$ cat src/rtl/tri_sar_pkg.sv
package tri_sar_pkg;

  // Sequencer state
  typedef enum logic [1:0] {
    ST_IDLE   = 2'd0,
    ST_CONV   = 2'd1,
    ST_FINISH = 2'd2
  } seqState_t;

  // Strobes from control to datapath
  typedef struct packed {
    logic clearAll;   // new conversion: release DAC, reset digits
    logic takeDigit;  // capture ternary decision of current stage
    logic takeFinal;  // capture final two-way decision
    logic emitCode;   // register the combined result
  } dpStrobe_t;

  // Stored stage digit: middle overrides sign
  typedef struct packed {
    logic sign;
    logic middle;
  } digit_t;

endpackage

$ cat src/rtl/tri_sar_ctrl.sv
module tri_sar_ctrl
  import tri_sar_pkg::*;
#(
  parameter int RES        = 10,
  parameter int GROUP_SIZE = 3,
  localparam int TST       = RES - 1,
  localparam int GROUPS    = (TST + GROUP_SIZE - 1) / GROUP_SIZE,
  localparam int GRP_W     = (GROUPS > 1) ? $clog2(GROUPS) : 1,
  localparam int STG_W     = $clog2(RES + 1)
)(
  input  logic             clk,
  input  logic             rstN,
  input  logic             start,
  input  logic             cmpSlow,
  output dpStrobe_t        strobe,
  output logic [STG_W-1:0] stage,
  output logic             busy,
  output logic             cmpFire,
  output logic [GRP_W-1:0] refSel
);

  seqState_t        state, stateNxt;
  logic [STG_W-1:0] stageNxt;
  logic [STG_W-1:0] skipTarget;
  logic [GRP_W-1:0] grpNow;
  logic             atFinal;

  assign atFinal = (stage == STG_W'(TST));

  // Group of the current stage and first stage of the following group
  always_comb begin
    int g;
    int nextStart;
    g = int'(stage) / GROUP_SIZE;
    if (g > GROUPS - 1) g = GROUPS - 1;
    nextStart = (g + 1) * GROUP_SIZE;
    if (nextStart > TST) nextStart = TST;
    grpNow     = GRP_W'(g);
    skipTarget = STG_W'(nextStart);
  end

  always_comb begin
    stateNxt = state;
    stageNxt = stage;
    strobe   = '0;
    unique case (state)
      ST_IDLE: begin
        if (start) begin
          stateNxt        = ST_CONV;
          stageNxt        = '0;
          strobe.clearAll = 1'b1;
        end
      end
      ST_CONV: begin
        if (atFinal) begin
          strobe.takeFinal = 1'b1;
          stateNxt         = ST_FINISH;
        end else begin
          strobe.takeDigit = 1'b1;
          stageNxt         = cmpSlow ? skipTarget : stage + 1'b1;
        end
      end
      ST_FINISH: begin
        strobe.emitCode = 1'b1;
        stateNxt        = ST_IDLE;
      end
      default: stateNxt = ST_IDLE;
    endcase
  end

  always_ff @(posedge clk or negedge rstN) begin
    if (!rstN) begin
      state <= ST_IDLE;
      stage <= '0;
    end else begin
      state <= stateNxt;
      stage <= stageNxt;
    end
  end

  assign busy    = (state != ST_IDLE);
  assign cmpFire = (state == ST_CONV);
  assign refSel  = grpNow;

endmodule

$ cat src/rtl/tri_sar_dp.sv
module tri_sar_dp
  import tri_sar_pkg::*;
#(
  parameter int RES        = 10,
  localparam int TST       = RES - 1,
  localparam int STG_W     = $clog2(RES + 1),
  localparam int SW        = RES + 2,
  localparam int MIDCODE   = 2 ** (RES - 1),
  localparam int MAXCODE   = 2 ** RES - 1
)(
  input  logic             clk,
  input  logic             rstN,
  input  dpStrobe_t        strobe,
  input  logic [STG_W-1:0] stage,
  input  logic             cmpSign,
  input  logic             cmpSlow,
  output logic [TST-1:0]   dacUp,
  output logic [TST-1:0]   dacDn,
  output logic [RES-1:0]   code,
  output logic             done
);

  logic signed [SW-1:0] term [TST];
  logic signed [SW-1:0] acc;
  logic                 finalBit;

  for (genvar k = 0; k < TST; k++) begin : g_stage
    localparam int WEIGHT = 2 ** (RES - 2 - k);
    digit_t dReg;
    logic   upBit, dnBit;
    logic   hit;

    assign hit = strobe.takeDigit && (stage == STG_W'(k));

    always_ff @(posedge clk or negedge rstN) begin
      if (!rstN) begin
        dReg  <= '{sign: 1'b0, middle: 1'b1};
        upBit <= 1'b0;
        dnBit <= 1'b0;
      end else if (strobe.clearAll) begin
        dReg  <= '{sign: 1'b0, middle: 1'b1};
        upBit <= 1'b0;
        dnBit <= 1'b0;
      end else if (hit) begin
        dReg  <= '{sign: cmpSign, middle: cmpSlow};
        upBit <= !cmpSlow && cmpSign;
        dnBit <= !cmpSlow && !cmpSign;
      end
    end

    assign dacUp[k] = upBit;
    assign dacDn[k] = dnBit;
    assign term[k]  = dReg.middle ? '0 :
                      (dReg.sign ? SW'(WEIGHT) : -SW'(WEIGHT));
  end

  // Overlapping addition of all digits around mid-scale
  always_comb begin
    acc = SW'(MIDCODE) - (finalBit ? SW'(0) : SW'(1));
    for (int k = 0; k < TST; k++) acc = acc + term[k];
  end

  always_ff @(posedge clk or negedge rstN) begin
    if (!rstN) begin
      finalBit <= 1'b0;
      code     <= '0;
      done     <= 1'b0;
    end else begin
      done <= strobe.emitCode;
      if (strobe.clearAll) finalBit <= 1'b0;
      else if (strobe.takeFinal) finalBit <= cmpSign;
      if (strobe.emitCode) begin
        if (acc < 0)                     code <= '0;
        else if (acc > SW'(MAXCODE))     code <= RES'(MAXCODE);
        else                             code <= acc[RES-1:0];
      end
    end
  end

endmodule

$ cat src/rtl/tri_sar_seq.sv
module tri_sar_seq
  import tri_sar_pkg::*;
#(
  parameter int RES        = 10,
  parameter int GROUP_SIZE = 3,
  localparam int TST       = RES - 1,
  localparam int GROUPS    = (TST + GROUP_SIZE - 1) / GROUP_SIZE,
  localparam int GRP_W     = (GROUPS > 1) ? $clog2(GROUPS) : 1,
  localparam int STG_W     = $clog2(RES + 1)
)(
  input  logic             clk,
  input  logic             rstN,
  input  logic             start,
  input  logic             cmpSign,
  input  logic             cmpSlow,
  output logic             cmpFire,
  output logic [GRP_W-1:0] refSel,
  output logic [TST-1:0]   dacUp,
  output logic [TST-1:0]   dacDn,
  output logic             busy,
  output logic             done,
  output logic [RES-1:0]   code
);

  dpStrobe_t        strobe;
  logic [STG_W-1:0] stage;

  tri_sar_ctrl #(.RES(RES), .GROUP_SIZE(GROUP_SIZE)) u_ctrl (
    .clk     (clk),
    .rstN    (rstN),
    .start   (start),
    .cmpSlow (cmpSlow),
    .strobe  (strobe),
    .stage   (stage),
    .busy    (busy),
    .cmpFire (cmpFire),
    .refSel  (refSel)
  );

  tri_sar_dp #(.RES(RES)) u_dp (
    .clk     (clk),
    .rstN    (rstN),
    .strobe  (strobe),
    .stage   (stage),
    .cmpSign (cmpSign),
    .cmpSlow (cmpSlow),
    .dacUp   (dacUp),
    .dacDn   (dacDn),
    .code    (code),
    .done    (done)
  );

endmodule

$ cat config.mk
export PLATFORM = sky130hd
export DESIGN_NAME = tri_sar_seq
export DESIGN_NICKNAME = d
export VERILOG_FILES = /design/src/rtl/tri_sar_pkg.sv /design/src/rtl/tri_sar_ctrl.sv /design/src/rtl/tri_sar_dp.sv /design/src/rtl/tri_sar_seq.sv
export SDC_FILE = /design/constraint.sdc
export NUM_CORES = 1
export LEC_CHECK = 0
export ABC_CLOCK_PERIOD_IN_PS = 11760
export BUFFER_PORTS_ARGS = -buffer_cell sky130_fd_sc_hd__clkbuf_2
export CORE_ASPECT_RATIO = 1.5
export CORE_MARGIN = 1.5
export CORE_UTILIZATION = 60
export CTS_CLUSTER_SIZE = 20
export DETAILED_ROUTE_END_ITERATION = 7
export PLACE_DENSITY_LB_ADDON = 0.2
export SYNTH_ARGS = -nofsm -noshare
export SYNTH_HDL_FRONTEND = slang
export SYNTH_SLANG_ARGS = --single-unit
$ cat constraint.sdc
create_clock -name clk -period 11.76 [get_ports clk]
set_input_delay 1.176 -clock clk [delete_from_list [all_inputs] [get_ports clk]]
set_output_delay 1.176 -clock clk [all_outputs]
set_load 0.05 [all_outputs]
# == Word level (Yosys, flattened, before mapping) ==
# Cells that the tools add are included.
# classes
addsub,12
n_mul,1
n_div,1
order_cmp,4
eq_ne,14
shifts,0
mux,92
n_bitwise,0
reduce_logical,29
# op_table
op,n
2-to-1 mux 12 bit,18
adder 12 bit,9
2-to-1 mux 1 bit,44
2-to-1 mux 2 bit,21
adder 32 x 2 -> 32 bit (second input constant),1
divider 5 x 3 -> 32 bit (second input constant),1
greater-than comparator 32 x 3 -> 1 bit (second input constant),1
greater-than comparator 32 x 5 -> 1 bit (second input constant),1
multiplier 32 x 3 -> 32 bit (second input constant),1
2-to-1 mux 32 bit,1
nonzero test 2 bit,12
2-to-1 mux 10 bit,2
equality test 4 x 3 -> 1 bit (second input constant),4
2-to-1 mux 4 bit,4
greater-than comparator 12 x 11 -> 1 bit (second input constant),1
< comparator 12 x 1 -> 1 bit (second input constant),1
subtractor 11 x 12 -> 12 bit (first input constant),1
logical AND 1 bit,11
equality test 4 x 2 -> 1 bit (second input constant),2
equality test 4 bit (second input constant),2
one-hot mux 4 bit (2 select lines),1
adder 4 x 1 -> 4 bit (second input constant),1
equality test 4 x 1 -> 1 bit (second input constant),1
zero test 4 bit,1
other kinds (9),11
# totals
ff_bits,54
latch_bits,0
ramBits,0
mem_bits_ro,0
out_inout_bits,33
elab_cells,194
n_memories,0

# == Logic depth before layout (Yosys ltp) ==
# logic_depth
depth_word,14
depth_mapped,17

# == By module ==
# Synthesis repeated with hierarchy kept, for this count alone.
# unflattened
hier_cells,412
hier_area_um2,4120.2
# by_module_without_submodules
module,n_inst,cells_per_inst,area_per_inst_um2,seq_area_each_um2
tri_sar_dp,1,361,3627.2,1212.4
tri_sar_ctrl,1,51,493.0,150.1

# == Worst setup path before layout ==
# No wires, ideal clock.
# synth_path
kind,register to register
from,register u_dp.g_stage[6].dReg[0] in the netlist's numbering
to,register u_dp.code[9]
setup_time_ns,0.104
t_arrival_ns,4.786
slack_ns,6.871
path_stages_with_launch,16
period_less_slack_ns,4.889
cell_sequence,dfstp_2 -> or2_2 -> inv_1 -> fa_1 -> fa_1 -> inv_1 -> fa_1 -> fa_1 -> inv_1 -> fa_1 -> ha_1 -> nand3_1 -> nand2_1 -> a311o_1 -> xor2_4 -> o41ai_2
# synth_via
elab_chain_cells,7
elab_cells_between_ends,8
cone_classes,add/sub (3); order compare (2); mux (3)
# synth_rtl
element,line_no,source
"start, declared",tri_sar_dp.sv:29,digit_t dReg;
"start signal, assigned",tri_sar_dp.sv:37,"dReg <= '{sign: 1'b0, middle: 1'b1};"
"start signal, assigned",tri_sar_dp.sv:41,"dReg <= '{sign: 1'b0, middle: 1'b1};"
"start signal, assigned",tri_sar_dp.sv:45,"dReg <= '{sign: cmpSign, middle: cmpSlow};"
2-to-1 mux 12 bit *,tri_sar_dp.sv:53,assign term[k] = dReg.middle ? '0 :
adder 12 bit * (3 in a row),tri_sar_dp.sv:60,for (int k = 0; k < TST; k++) acc = acc + term[k];
greater-than comparator 12 x 11 -> 1 bit,tri_sar_dp.sv:74,else if (acc > SW'(MAXCODE)) code <= RES'(MAXCODE);
2-to-1 mux 10 bit,tri_sar_dp.sv:74,
2-to-1 mux 10 bit *,tri_sar_dp.sv:73,if (acc < 0) code <= '0;
"end signal, assigned",tri_sar_dp.sv:74,
"end signal, assigned",tri_sar_dp.sv:75,else code <= acc[RES-1:0];
"end, declared",tri_sar_dp.sv:19,"output logic [RES-1:0] code,"
# Every way passes the cells marked *; elsewhere a longest branch is shown, timed or not.
# A chain may end at the register's enable or synchronous reset.

# == Worst setup path in the final report ==
# layout_path
from,register u_dp.g_stage[3].dReg[0] in the netlist's numbering
to,register u_dp.code[2]
# layout_via
elab_chain_cells,10
elab_cells_between_ends,11
cone_classes,add/sub (6); order compare (2); mux (3)
# layout_rtl
element,line_no
"start, declared",tri_sar_dp.sv:29
"start signal, assigned",tri_sar_dp.sv:37
"start signal, assigned",tri_sar_dp.sv:41
"start signal, assigned",tri_sar_dp.sv:45
2-to-1 mux 12 bit *,tri_sar_dp.sv:53
adder 12 bit * (6 in a row),tri_sar_dp.sv:60
greater-than comparator 12 x 11 -> 1 bit,tri_sar_dp.sv:74
2-to-1 mux 10 bit,tri_sar_dp.sv:74
2-to-1 mux 10 bit *,tri_sar_dp.sv:73
# Marked as above.

==> flow_metrics.tcl <==
set metrics [dict create \
    rsz0062_at_grt "no" \
    yosysSeqAreaShare_pct 33.2 \
    cts_tree "done" \
    grt_pass1_wl_um 13800 \
    synth_top_cell_area_share_pct 27.4 \
    wl_um 8150 \
    cp.required_ns 11.96 \
    die_x_um 70.5 \
    timing.slew.headroom_pct 20.7 \
    holdCritPathClass "reg -> reg" \
    maxCapViolCount 0 \
    drt-vias-per-instance 5.65 \
    syn_area_sq_mm 0.00410 \
    ff_latch_area_sq_mm 0.00136 \
    tightest_slew_ns 1.18 \
    hpwl_um 6280 \
    post_cts_resized 0 \
    core-area_sq_mm 0.00658 \
    gr-usage-all-layers_pct 23.6 \
    htreeDepth 2 \
    path_class "reg -> reg" \
    clk_pin_slew_ns 0.11 \
    yosys_warnings 0 \
    antenna_found_initial 0 \
    cp.depth 15 \
    ioPinCount 38 \
    dieArea_sq_mm 0.00736 \
    dr.pass1.iters 4 \
    grt_util_met1_pct 28.2 \
    fillers 545 \
    io_buffers 37 \
    ys_top_cells_by_area "dfrtp_1 (27%), fa_1 (13%), ha_1 (12%)" \
    finalSetupTns_ns 0 \
    crit_chain "or2_2, inv_1, fa_1, inv_1, fa_1, fa_1, inv_1, fa_1, fa_1, ha_1, or2_2, nor3_1, a211oi_1, nand3_1, a221oi_1" \
    grtUsageMet3_pct 4.07 \
    detailroute.via_count 3001 \
    synth_cell_types 40 \
    die_y_um 104 \
    worstHoldEndpoint "u_dp.code[8]" \
    synth_top_cell_by_area "dfrtp_1" \
    overflow 0 \
    arrival_ns 5.44 \
    wl_per_cell_um 15.4 \
    start_kind "flip-flop" \
    synthCells 446 \
    path_delay_family "adder cells" \
    clock_sinks 54 \
    num_antenna_cells 0 \
    max_freq_ghz 0.191 \
    ys_seq_elements 54 \
    start_util_pct 62.4 \
    drtIter0Drc 86 \
    max_stage_delay_ns 0.57 \
    cts-root-buf "clkbuf_8" \
    grt_pass1_vias 2990 \
    worst_hold_path.num_cells 2 \
    run_status "complete, no violations" \
    reg2reg_slack_ns 6.51 \
    drcViolationCount 0 \
    grt_use_met2_pct 41.2 \
    multi_input_area_sq_mm 0.00231 \
    setup_viol 0 \
    cts_setup_buffers 0 \
    critPathBufInv 3 \
    area_growth_pct 5.55 \
    grt_max_degree 55 \
    ant_nets 0 \
    hold_viol 0 \
    drive_gt1_share_pct 15.6 \
    ctsHoldBuffers 0 \
    r2r_start "u_dp.g_stage[3].dReg[0]" \
    fin_skew_ns 0.0125 \
    slowest_stage "fa_1" \
    avgSynthCellArea_sq_um 9.20 \
    gp_congestion 0.894 \
    timing.rr.end "u_dp.code[2]" \
    top_usage_layer "met2" \
    clockBufferDepth 2 \
    crit_fanout 7 \
    crit_top_cell "fa_1" \
    cts_buffers 5 \
    num-nets-final 526 \
    post-route-period-util_pct 44.6 \
    slew_viol_final 0 \
    clock_latency_ns 0.32 \
    fin_crit_ns 5.25 \
    worst_setup_path_end_kind "flip-flop" \
    num_rows 36 \
    worst_hold_startpoint "u_dp.code[8]" \
    ff2ff_path_depth 15 \
    syn_nets 518 \
]
## sequential cells by signal, summed over array words and instances (netlist names)
register,cells
u_dp.g_stage.dnBit,9
u_ctrl.state,2
u_dp.finalBit,1
u_dp.code,10
u_dp.done,1
u_dp.g_stage.upBit,9
u_dp.g_stage.dReg,18
u_ctrl.stage,4
## layout make-up
class                   count  share of cell area (%)
well taps                  76                    2.20
flip-flops and latches     54                    31.5
multi-input cells         294                    53.3
clock inverters             2                    1.39
repair buffers             38                    4.45
clock buffers               6                    1.91
inverters                  61                    5.29
## Yosys cell counts
cell       number
dfrtp_1        45
a2111oi_0       1
ha_1           40
or2_2           9
nand2_1        51
xnor2_1        11
nand2b_1        3
a211o_1         2
nor2b_1         2
buf_2           1
xnor3_2         1
a22oi_1         1
xor2_1          1
inv_1          60
nand3_1        44
mux2i_1         4
clkbuf_1       17
buf_1           1
a21o_1          1
xor2_4          1
a311oi_1        1
o21a_1          2
fa_1           27
and2_1          1
nor2_1         28
buf_4          18
a21oi_1        28
o21ai_0         9
mux2_2          2
a41o_2          1
a31oi_1         1
clkinv_1        1
dfstp_2         9
nand3b_1        2
a211oi_1        3
a311o_1         1
nor4_1          1
a221oi_1        7
nor3_1          7
o41ai_2         1
## logic make-up (layout without fill, tap and decap cells)
logic type	after synthesis	count (layout)	synth area share, %
AOI/OAI and AO/OA	59	59	9.21
xor gates and xnor gates	14	14	3.81
adders and majority gates	67	67	25.4
buffers and inverters	98	107	10.6
DFF	54	54	33.2
muxes	6	6	1.52
and+or+nand+nor	148	148	16.2
## per-stage QoR
step	cell area [sq um]	worst slack, ns	std cells	utilization (%)	hold WS, ns
finish	4330	6.51	531	65.9	0.491
global route	4330	6.23	531	65.9	0.527
CTS	4330	6.50	531	65.9	0.497
detailed placement	4190	6.55	523	63.7	0.473
global placement	4190	6.75	523	63.7	0.461
floorplan	4100	6.87	446	-	0.468
## layer usage
layer / vias up / share of wire (%)
li1: 1456 / -
met4: 0 / 2.6
met3: 16 / 3.4
met2: 69 / 54
met1: 1460 / 40
met5: - / 0
## tightest hold or removal path: stages (launching register included)
cell,delay [ns]
dfrtp_1,0.36
nand2_1,0.04
o21ai_0,0.06
## how the worst max path moves through the flow
stage / startpoint / to
after floorplan: u_dp.g_stage[6].dReg[0] / u_dp.code[9]
after global placement: u_dp.g_stage[6].dReg[0] / u_dp.code[1]
after detailed placement: u_dp.g_stage[6].dReg[0] / u_dp.code[2]
after CTS: u_dp.g_stage[3].dReg[0] / u_dp.code[2]
after global routing: u_dp.g_stage[6].dReg[0] / u_dp.code[2]
final: u_dp.g_stage[3].dReg[0] / u_dp.code[2]
## layout by cell type, fill, tap and decap left out, drive strengths merged, types with 2 or more instances in the layout
| cell type | count |
|---|---|
| inv | 60 |
| nand2 | 51 |
| dfrtp | 45 |
| nand3 | 44 |
| clkbuf | 43 |
| ha | 40 |
| nor2 | 28 |
| a21oi | 28 |
| fa | 27 |
| xnor2 | 11 |
| or2 | 9 |
| o21ai | 9 |
| dfstp | 9 |
| a221oi | 7 |
| nor3 | 7 |
| mux2i | 4 |
| nand2b | 3 |
| a211oi | 3 |
| a211o | 2 |
| mux2 | 2 |
| nor2b | 2 |
| nand3b | 2 |
| o21a | 2 |
| bufinv | 2 |
| xor2 | 2 |
Power is not shown: default switching activity piles up to over one toggle a cycle in this logic, so the estimate is an artifact.
